## config.mk

```make
export PLATFORM = sky130hd
export DESIGN_NAME = word_aligner
export DESIGN_NICKNAME = d
export VERILOG_FILES = /design/src/rtl/wal_pkg.sv /design/src/rtl/comma_scan.sv /design/src/rtl/word_shifter.sv /design/src/rtl/align_ctrl.sv /design/src/rtl/word_aligner.sv
export SDC_FILE = /design/constraint.sdc
export NUM_CORES = 1
export LEC_CHECK = 0
export CORE_UTILIZATION = 47
export DETAILED_ROUTE_END_ITERATION = 10
export PLACE_DENSITY = 0.74
export SLEW_MARGIN = 20
export SYNTH_ARGS = -nofsm -noshare
export SYNTH_HDL_FRONTEND = slang
export SYNTH_SLANG_ARGS = --single-unit
```

## constraint.sdc

```tcl
create_clock -name clk -period 3.6 [get_ports clk]
set_input_delay 0.36 -clock clk [delete_from_list [all_inputs] [get_ports clk]]
set_output_delay 0.36 -clock clk [all_outputs]
set_load 0.05 [all_outputs]
```

## src/rtl/wal_pkg.sv

```systemverilog
package wal_pkg;

    localparam int SYM_W = 10;

    // both running-disparity forms of K28.5, bit 9 first on the line
    localparam logic [SYM_W-1:0] COMMA_NEG = 10'b0011111010;
    localparam logic [SYM_W-1:0] COMMA_POS = 10'b1100000101;

    typedef enum logic {
        ST_HUNT,
        ST_LOCK
    } wal_state_e;

endpackage

```

## src/rtl/comma_scan.sv

```systemverilog
module comma_scan #(
    parameter int               W     = wal_pkg::SYM_W,
    parameter logic [W-1:0]     K_NEG = wal_pkg::COMMA_NEG,
    parameter logic [W-1:0]     K_POS = wal_pkg::COMMA_POS,
    localparam int              OW    = $clog2(W)
) (
    input  logic [2*W-1:0] win,
    output logic           hit_any,
    output logic [OW-1:0]  hit_off
);

    logic [W-1:0] hits;

    for (genvar k = 0; k < W; k++) begin : g_off
        assign hits[k] = (win[2*W-1-k -: W] == K_NEG) ||
                         (win[2*W-1-k -: W] == K_POS);
    end

    assign hit_any = |hits;

    // lowest offset takes priority
    always_comb begin
        hit_off = '0;
        for (int k = W - 1; k >= 0; k--) begin
            if (hits[k]) begin
                hit_off = OW'(k);
            end
        end
    end

endmodule

```

## src/rtl/word_shifter.sv

```systemverilog
module word_shifter #(
    parameter int  W  = wal_pkg::SYM_W,
    localparam int OW = $clog2(W)
) (
    input  logic [2*W-1:0] win,
    input  logic [OW-1:0]  sel,
    output logic [W-1:0]   word
);

    logic [W-1:0] cand [W];

    for (genvar k = 0; k < W; k++) begin : g_cand
        assign cand[k] = win[2*W-1-k -: W];
    end

    always_comb begin
        word = '0;
        for (int k = 0; k < W; k++) begin
            if (sel == OW'(k)) begin
                word = cand[k];
            end
        end
    end

endmodule

```

## src/rtl/align_ctrl.sv

```systemverilog
module align_ctrl #(
    parameter int OW = 4
) (
    input  logic          clk,
    input  logic          rst_n,
    input  logic          step,
    input  logic          hit_any,
    input  logic [OW-1:0] hit_off,
    input  logic          realign_en,
    input  logic          rehunt,
    output logic [OW-1:0] off_use,
    output logic          aligned
);

    import wal_pkg::*;

    wal_state_e    state_q, state_d;
    logic [OW-1:0] off_q;
    logic          take;

    // next state
    always_comb begin
        state_d = state_q;
        unique case (state_q)
            ST_HUNT: if (!rehunt && step && hit_any) state_d = ST_LOCK;
            ST_LOCK: if (rehunt)                     state_d = ST_HUNT;
        endcase
    end

    // state and offset registers
    always_ff @(posedge clk) begin
        if (!rst_n) begin
            state_q <= ST_HUNT;
            off_q   <= '0;
        end else begin
            state_q <= state_d;
            off_q   <= off_use;
        end
    end

    // outputs
    always_comb begin
        take    = step && hit_any && !rehunt &&
                  ((state_q == ST_HUNT) || realign_en);
        off_use = take ? hit_off : off_q;
        aligned = (state_q == ST_LOCK);
    end

    a_r6_hold_offset: assert property (@(posedge clk) disable iff (!rst_n)
        (state_q == ST_LOCK && !realign_en) |=> (off_q == $past(off_q)));

    a_r8_sticky_aligned: assert property (@(posedge clk) disable iff (!rst_n)
        $fell(aligned) |-> $past(rehunt));

endmodule

```

## src/rtl/word_aligner.sv

```systemverilog
module word_aligner #(
    parameter int  W  = wal_pkg::SYM_W,
    localparam int OW = $clog2(W)
) (
    input  logic         clk,
    input  logic         rst_n,
    input  logic [W-1:0] in_word,
    input  logic         in_valid,
    input  logic         realign_en,
    input  logic         rehunt,
    output logic [W-1:0] out_word,
    output logic         out_valid,
    output logic         comma_det,
    output logic         aligned
);

    import wal_pkg::*;

    logic [W-1:0]   hold_q;
    logic [2*W-1:0] win_q;
    logic           v1_q;
    logic           hit_any;
    logic [OW-1:0]  hit_off;
    logic [OW-1:0]  off_use;
    logic [W-1:0]   cut_word;
    logic [1:0]     age_q;

    // stage 1: build the two-word window
    always_ff @(posedge clk) begin
        if (!rst_n) begin
            hold_q <= '0;
            win_q  <= '0;
            v1_q   <= 1'b0;
        end else begin
            v1_q <= in_valid;
            if (in_valid) begin
                hold_q <= in_word;
                win_q  <= {hold_q, in_word};
            end
        end
    end

    comma_scan #(.W(W)) u_scan (
        .win     (win_q),
        .hit_any (hit_any),
        .hit_off (hit_off)
    );

    align_ctrl #(.OW(OW)) u_ctrl (
        .clk        (clk),
        .rst_n      (rst_n),
        .step       (v1_q),
        .hit_any    (hit_any),
        .hit_off    (hit_off),
        .realign_en (realign_en),
        .rehunt     (rehunt),
        .off_use    (off_use),
        .aligned    (aligned)
    );

    word_shifter #(.W(W)) u_shift (
        .win  (win_q),
        .sel  (off_use),
        .word (cut_word)
    );

    // stage 2: registered aligned word
    always_ff @(posedge clk) begin
        if (!rst_n) begin
            out_word  <= '0;
            out_valid <= 1'b0;
            comma_det <= 1'b0;
        end else begin
            out_valid <= v1_q;
            comma_det <= v1_q && ((cut_word == COMMA_NEG) || (cut_word == COMMA_POS));
            if (v1_q) begin
                out_word <= cut_word;
            end
        end
    end

    // cycles since reset, for the latency check only
    always_ff @(posedge clk) begin
        if (!rst_n)             age_q <= '0;
        else if (age_q != 2'd3) age_q <= age_q + 2'd1;
    end

    a_r2_latency: assert property (@(posedge clk) disable iff (!rst_n)
        (age_q == 2'd3) |-> (out_valid == $past(in_valid, 2)));

    a_r3_det_locked: assert property (@(posedge clk) disable iff (!rst_n)
        comma_det |-> aligned);

    a_r5_lock_on_comma: assert property (@(posedge clk) disable iff (!rst_n)
        $rose(aligned) |-> comma_det);

endmodule

```

## After elaboration in Yosys (flattened, before gate mapping)

Cells that the tools add are included.

- Flip-flop bits (word level): 48
- Input port bits: 15
- Output and inout port bits: 13
- Word-level logic and storage cells: 85

- Equality and inequality tests: 31
- Muxes and demuxes: 24
- Bitwise gates (word level): 1
- Reduce and logical (&&, ||, !) cells: 21

Operators by type and width:

| operator | count |
|---|---|
| $eq A10 B10 Y1 const B | 11 |
| $eq A10 B8 Y1 const B | 11 |
| $mux W10 | 10 |
| $mux W4 | 11 |
| $eq A4 B3 Y1 const B | 4 |
| $logic_or A1 B1 Y1 | 12 |
| $reduce_or A10 Y1 | 1 |
| $eq A4 B2 Y1 const B | 2 |
| $eq A4 B4 Y1 const B | 2 |
| $logic_and A1 B1 Y1 | 6 |
| $eq A4 B1 Y1 const B | 1 |
| $logic_not A4 Y1 | 1 |
| $mux W1 | 2 |
| $pmux W1 S2 | 1 |
| $logic_not A1 Y1 | 1 |
| $not A1 Y1 | 1 |

## Logic depth before layout (Yosys ltp)

- Depth in word-level cells: 27
- Mapped depth: 15
- Mapped depth without buffers: 12

## Cells and area by module

A second synthesis with hierarchy kept.

- Cells, all modules: 346
- Area total of the unflattened synthesis: 3034.2 µm²

By module, submodules not included:

| module | times used | cells each | area each (µm²) |
|---|---|---|---|
| word_aligner | 1 | 110 | 1282.5 |
| word_shifter | 1 | 127 | 920.9 |
| comma_scan | 1 | 82 | 565.5 |
| align_ctrl | 1 | 27 | 265.3 |

## Worst setup path before layout

No wires, ideal clock.

- Path kind: flip-flop to flip-flop
- Start point: reg win_q[9]
- End point: reg comma_det
- Arrival time: 2.998 ns
- Data required time: 3.516 ns
- Setup slack: 0.518 ns
- Cell stages (with the launch flop): 14
- Buffers on the path: 2
- Path through: dfxtp_1 > buf_6 > or3b_4 > or2_4 > o22a_4 > and4_4 > nor3_4 > buf_6 > mux2_1 > o211ai_1 > a41oi_2 > nor4b_1 > nand4b_1 > o31ai_2

- Word-level cells in the longest chain between the ends: 27
- Elaborated cells between the ends (all ways): 66
- Those cells by class: eq/ne (29); mux (21); reduce/logical (16)

RTL lines:

| what | line | source |
|---|---|---|
| start, declared | word_aligner.sv:20 | `logic [2*W-1:0] win_q;` |
| start signal, assigned | word_aligner.sv:38 | `win_q <= {hold_q, in_word};` |
| $eq A10 B8 Y1 or $eq A10 B10 Y1 (tied branches) | comma_scan.sv:15, comma_scan.sv:16 |  |
| $logic_or A1 B1 Y1 | comma_scan.sv:15 | `assign hits[k] = (win[2*W-1-k -: W] == K_NEG) \|\|` |
| $mux W4 (10 in a row) | comma_scan.sv:25 | `if (hits[k]) begin` |
| $mux W4 | align_ctrl.sv:45 | `off_use = take ? hit_off : off_q;` |
| $logic_not A4 Y1 | word_shifter.sv:19 | `if (sel == OW'(k)) begin` |
| $mux W10 (9 in a row) | word_shifter.sv:19 |  |
| $mux W10 (*) | word_shifter.sv:19 |  |
| $eq A10 B8 Y1 or $eq A10 B10 Y1 (tied branches) | word_aligner.sv:75 | `comma_det <= v1_q && ((cut_word == COMMA_NEG) \|\| (cut_word == COMMA_POS));` |
| $logic_or A1 B1 Y1 (*) | word_aligner.sv:75 |  |
| $logic_and A1 B1 Y1 (*) | word_aligner.sv:75 |  |
| end signal, assigned | word_aligner.sv:75 |  |
| end, declared | word_aligner.sv:13 | `output logic comma_det,` |

Mark *: on every way between the ends. The rest lies on a longest branch, timed or not.
A chain may end at the register's enable or synchronous reset.

## Final worst setup path

- Start point: reg win_q[11]
- End point: reg comma_det

- Word-level cells in the longest chain between the ends: 26
- Elaborated cells between the ends (all ways): 65
- Those cells by class: eq/ne (29); mux (20); reduce/logical (16)

RTL lines:

| what | line |
|---|---|
| $eq A10 B8 Y1 or $eq A10 B10 Y1 (tied branches) | comma_scan.sv:15, comma_scan.sv:16 |
| $logic_or A1 B1 Y1 | comma_scan.sv:15 |
| $mux W4 (9 in a row) | comma_scan.sv:25 |
| $mux W4 | align_ctrl.sv:45 |
| $logic_not A4 Y1 | word_shifter.sv:19 |
| $mux W10 (9 in a row) | word_shifter.sv:19 |
| $mux W10 (*) | word_shifter.sv:19 |
| $eq A10 B8 Y1 or $eq A10 B10 Y1 (tied branches) | word_aligner.sv:75 |
| $logic_or A1 B1 Y1 (*) | word_aligner.sv:75 |
| $logic_and A1 B1 Y1 (*) | word_aligner.sv:75 |

Marked as above.

==> impl_metrics.json <==
{
  "outcome": "finished clean",
  "start_util": 0.495,
  "crit_family": "simple AND/OR/NAND/NOR gates",
  "drt_iter0_drc": 529,
  "async_flop_share": 0,
  "r2r_start": "win_q[11]",
  "crit_fanout": 8,
  "worstMarginPinSlew_ps": 551,
  "first_pass_iters": 6,
  "yosysTopAreaCellShare": 0.236,
  "portBuffers": 27,
  "n_antenna_cell": 0,
  "avgRoutedWirePerCell_um": 19.7,
  "synth.most_common_cell": "dfxtp_1",
  "synth.avg_cell_area_sq_um": 8.15,
  "clkSlewWorstSetupHoldPaths_ps": 90,
  "layout_setup_ws_ps": 150,
  "synth_xor_area_frac": 0,
  "synth_top_family_by_area": "simple AND/OR/NAND/NOR gates",
  "synth_flop_cell": "dfxtp_1",
  "holdPathStages": 1,
  "synth_enable_flop_cells": 0,
  "netlist_instances": 395,
  "worstSetupEndpointType": "register",
  "syn_to_final_growth_pct": 25.1,
  "p_leak_uw": 0.00153,
  "die_h_um": 84.7,
  "grt_max_degree": 38,
  "r2r_slack_ps": 150,
  "crit_path_cell_trace": "and3b_1 > nand2_1 > o22ai_1 > a211oi_4 > and4_4 > o21a_1 > buf_12 > nor4_4 > a221oi_1 > a32o_1 > nor4b_1 > nand4b_1 > o31ai_2",
  "post_cts_buffers": 0,
  "ys_seq_elements": 38,
  "maxCapViolations": 0,
  "core_area_sq_mm": 0.00649,
  "cts_tree": "built",
  "dp.cells": 519,
  "syn_nets": 410,
  "setup_viol_count_final": 0,
  "synth-seq-area-share": 0.236,
  "relSlewSlack": 0.628,
  "routed_wl_um": 10400,
  "power_uw": 1100,
  "grt_pass1_wl_um": 16700,
  "grt-ovfl-total": 0,
  "grt_pass1_vias": 3176,
  "synth_mux_area_frac": 0.113,
  "num_vias": 3410,
  "r2r_cells": 13,
  "start_kind": "register",
  "cp.required_ps": 3820,
  "cts_buffers": 5,
  "drive_above_1_share": 0.218,
  "skew_ps": 11.8,
  "crit_buf_inv": 1,
  "netlist_area_sq_mm": 0.00322,
  "fin_crit_sh": 0.958,
  "hold_end": "out_word[1]",
  "fin_crit_ps": 3450,
  "finalHoldViolations": 0,
  "num_rows": 29,
  "synth.area.top_cells": "dfxtp_1 (24%), mux2i_1 (10%), nor2b_1 (6.0%)",
  "place_hpwl_um": 7680,
  "fin_nets": 464,
  "reg2reg_to": "comma_det",
  "yosys-top-cells-count": "dfxtp_1 (38), mux2i_1 (33), nand2_1 (32)",
  "pre_cts_ws_ps": 169,
  "vdd_ir_drop_max_mv": 0.168,
  "cpMaxStageDelayCell": "dfxtp_1",
  "hold_class": "reg2reg",
  "gp_congestion": 0.953,
  "synth.distinct_cells": 71,
  "viasPerCell": 6.47,
  "synth_fa_ha_area_frac": 0,
  "io_pins": 28,
  "synth-compound-area-share": 0.245,
  "hold_slack_ps": 481,
  "post-route-util": 0.620,
  "synth_warnings": 0,
  "critPathLaunch": "win_q[11]",
  "max_freq_mhz": 290,
  "postCtsResizedCells": 0,
  "cts-root-buf": "clkbuf_8",
  "crit_type": "reg2reg",
  "slew_viol_final": 0,
  "hp-start": "out_word[1]",
  "cpPeakStageDelay_ps": 540,
  "drc": 0,
  "final_cell_count_no_fill": 527,
  "dieArea_sq_mm": 0.00718,
  "postRouteAntennaNets": 0,
  "gr-usage-all-layers": 0.293,
  "synth_top_area_cell": "dfxtp_1",
  "cp_data_arrival_time_ps": 3670,
  "cts_max_path_buffers": 2,
  "antenna_found_initial": 0,
  "synthSimpleGateAreaFrac": 0.331,
  "cts_hold_buf": 0,
  "p_per_area_mw_per_mm2": 275,
  "die_x_um": 84.7,
  "clk_latency_ps": 310,
  "htreeDepth": 2,
  "cts.sinks": 38
}
## cells by family after synthesis
group,Yosys count
buf+inv,47
simple gates,175
compound gates,99
flops,38
mux,36
## report_power, final
group / switching [uW] / leakage [uW] / total (uW) / internal, uW
sequential: 25.0 / 0.000312 / 460 / 435
clock: 178 / 0.0000683 / 456 / 278
combinational: 98.7 / 0.00115 / 189 / 89.9
## cell usage in the layout, fill, tap and decap left out, types with 4 or more instances in the layout
| cell type | synthesis | layout |
|---|---|---|
| nor2b_1 | 31 | 31 |
| nand3b_1 | 6 | 6 |
| clkbuf_8 | 0 | 5 |
| nand3_1 | 11 | 11 |
| nor2_1 | 20 | 20 |
| a221oi_1 | 4 | 4 |
| a21oi_1 | 10 | 10 |
| and3_1 | 9 | 9 |
| and2_1 | 12 | 12 |
| o211ai_1 | 9 | 9 |
| nand2_1 | 32 | 32 |
| o22ai_1 | 8 | 8 |
| dfxtp_1 | 38 | 32 |
| nand4_1 | 18 | 18 |
| o32ai_1 | 4 | 4 |
| buf_4 | 2 | 51 |
| clkdlybuf4s50_1 | 0 | 27 |
| dfxtp_2 | 0 | 6 |
| mux2i_1 | 33 | 33 |
| o221ai_1 | 4 | 4 |
| o31ai_1 | 5 | 5 |
| a211oi_1 | 5 | 4 |
| a31oi_1 | 4 | 4 |
| o21ai_0 | 7 | 7 |
| inv_1 | 13 | 13 |
| nor3_1 | 5 | 5 |
## cell type report
class	instances	area [sq um]
Sequential cell	38	768
Multi-Input combinational cell	310	2260
Timing Repair Buffer	81	713
Clock inverter	3	68.8
Tap cell	77	96.3
Clock buffer	5	68.8
Fill cell	568	2470
Inverter	13	48.8
## worst register-to-register path, cell delays in order, from the launching register on
cell,delay (ps)
dfxtp_1,540
and3b_1,320
nand2_1,80
o22ai_1,390
a211oi_4,110
and4_4,230
o21a_1,240
buf_12,160
nor4_4,310
a221oi_1,160
a32o_1,330
nor4b_1,250
nand4b_1,160
o31ai_2,80
## through the flow
stage          area [sq um]  TNS [ps]
2_1_floorplan          3220         0
3_3_place_gp           3830         0
3_5_place_dp           3830         0
4_1_cts                3970         0
5_1_grt                4030     -30.7
6_report               4030         0
## state kept, by name, indices dropped and copies added (netlist names)
signal / cells
win_q: 11
u_ctrl.off_q: 4
comma_det: 1
out_word: 10
u_ctrl.aligned: 1
out_valid: 1
v1_q: 1
hold_q: 9
## worst max-delay path by stage
stage | endpoint | slack (ps) | depth (start not counted)
3_5_place_dp | comma_det | 170 | 13
2_1_floorplan | comma_det | 520 | 13
3_3_place_gp | comma_det | 110 | 12
5_1_grt | comma_det | -30 | 12
6_report | comma_det | 150 | 13
4_1_cts | comma_det | 130 | 12
## layer usage
layer,up-vias,global-route usage,wire length [um]
met4,0,0.0878,204
li1,1601,-,-
met1,1604,0.415,4580
met2,184,0.461,4730
met5,-,0,0
met3,21,0.0423,847
No activity file was read; power rests on OpenSTA's default activity.
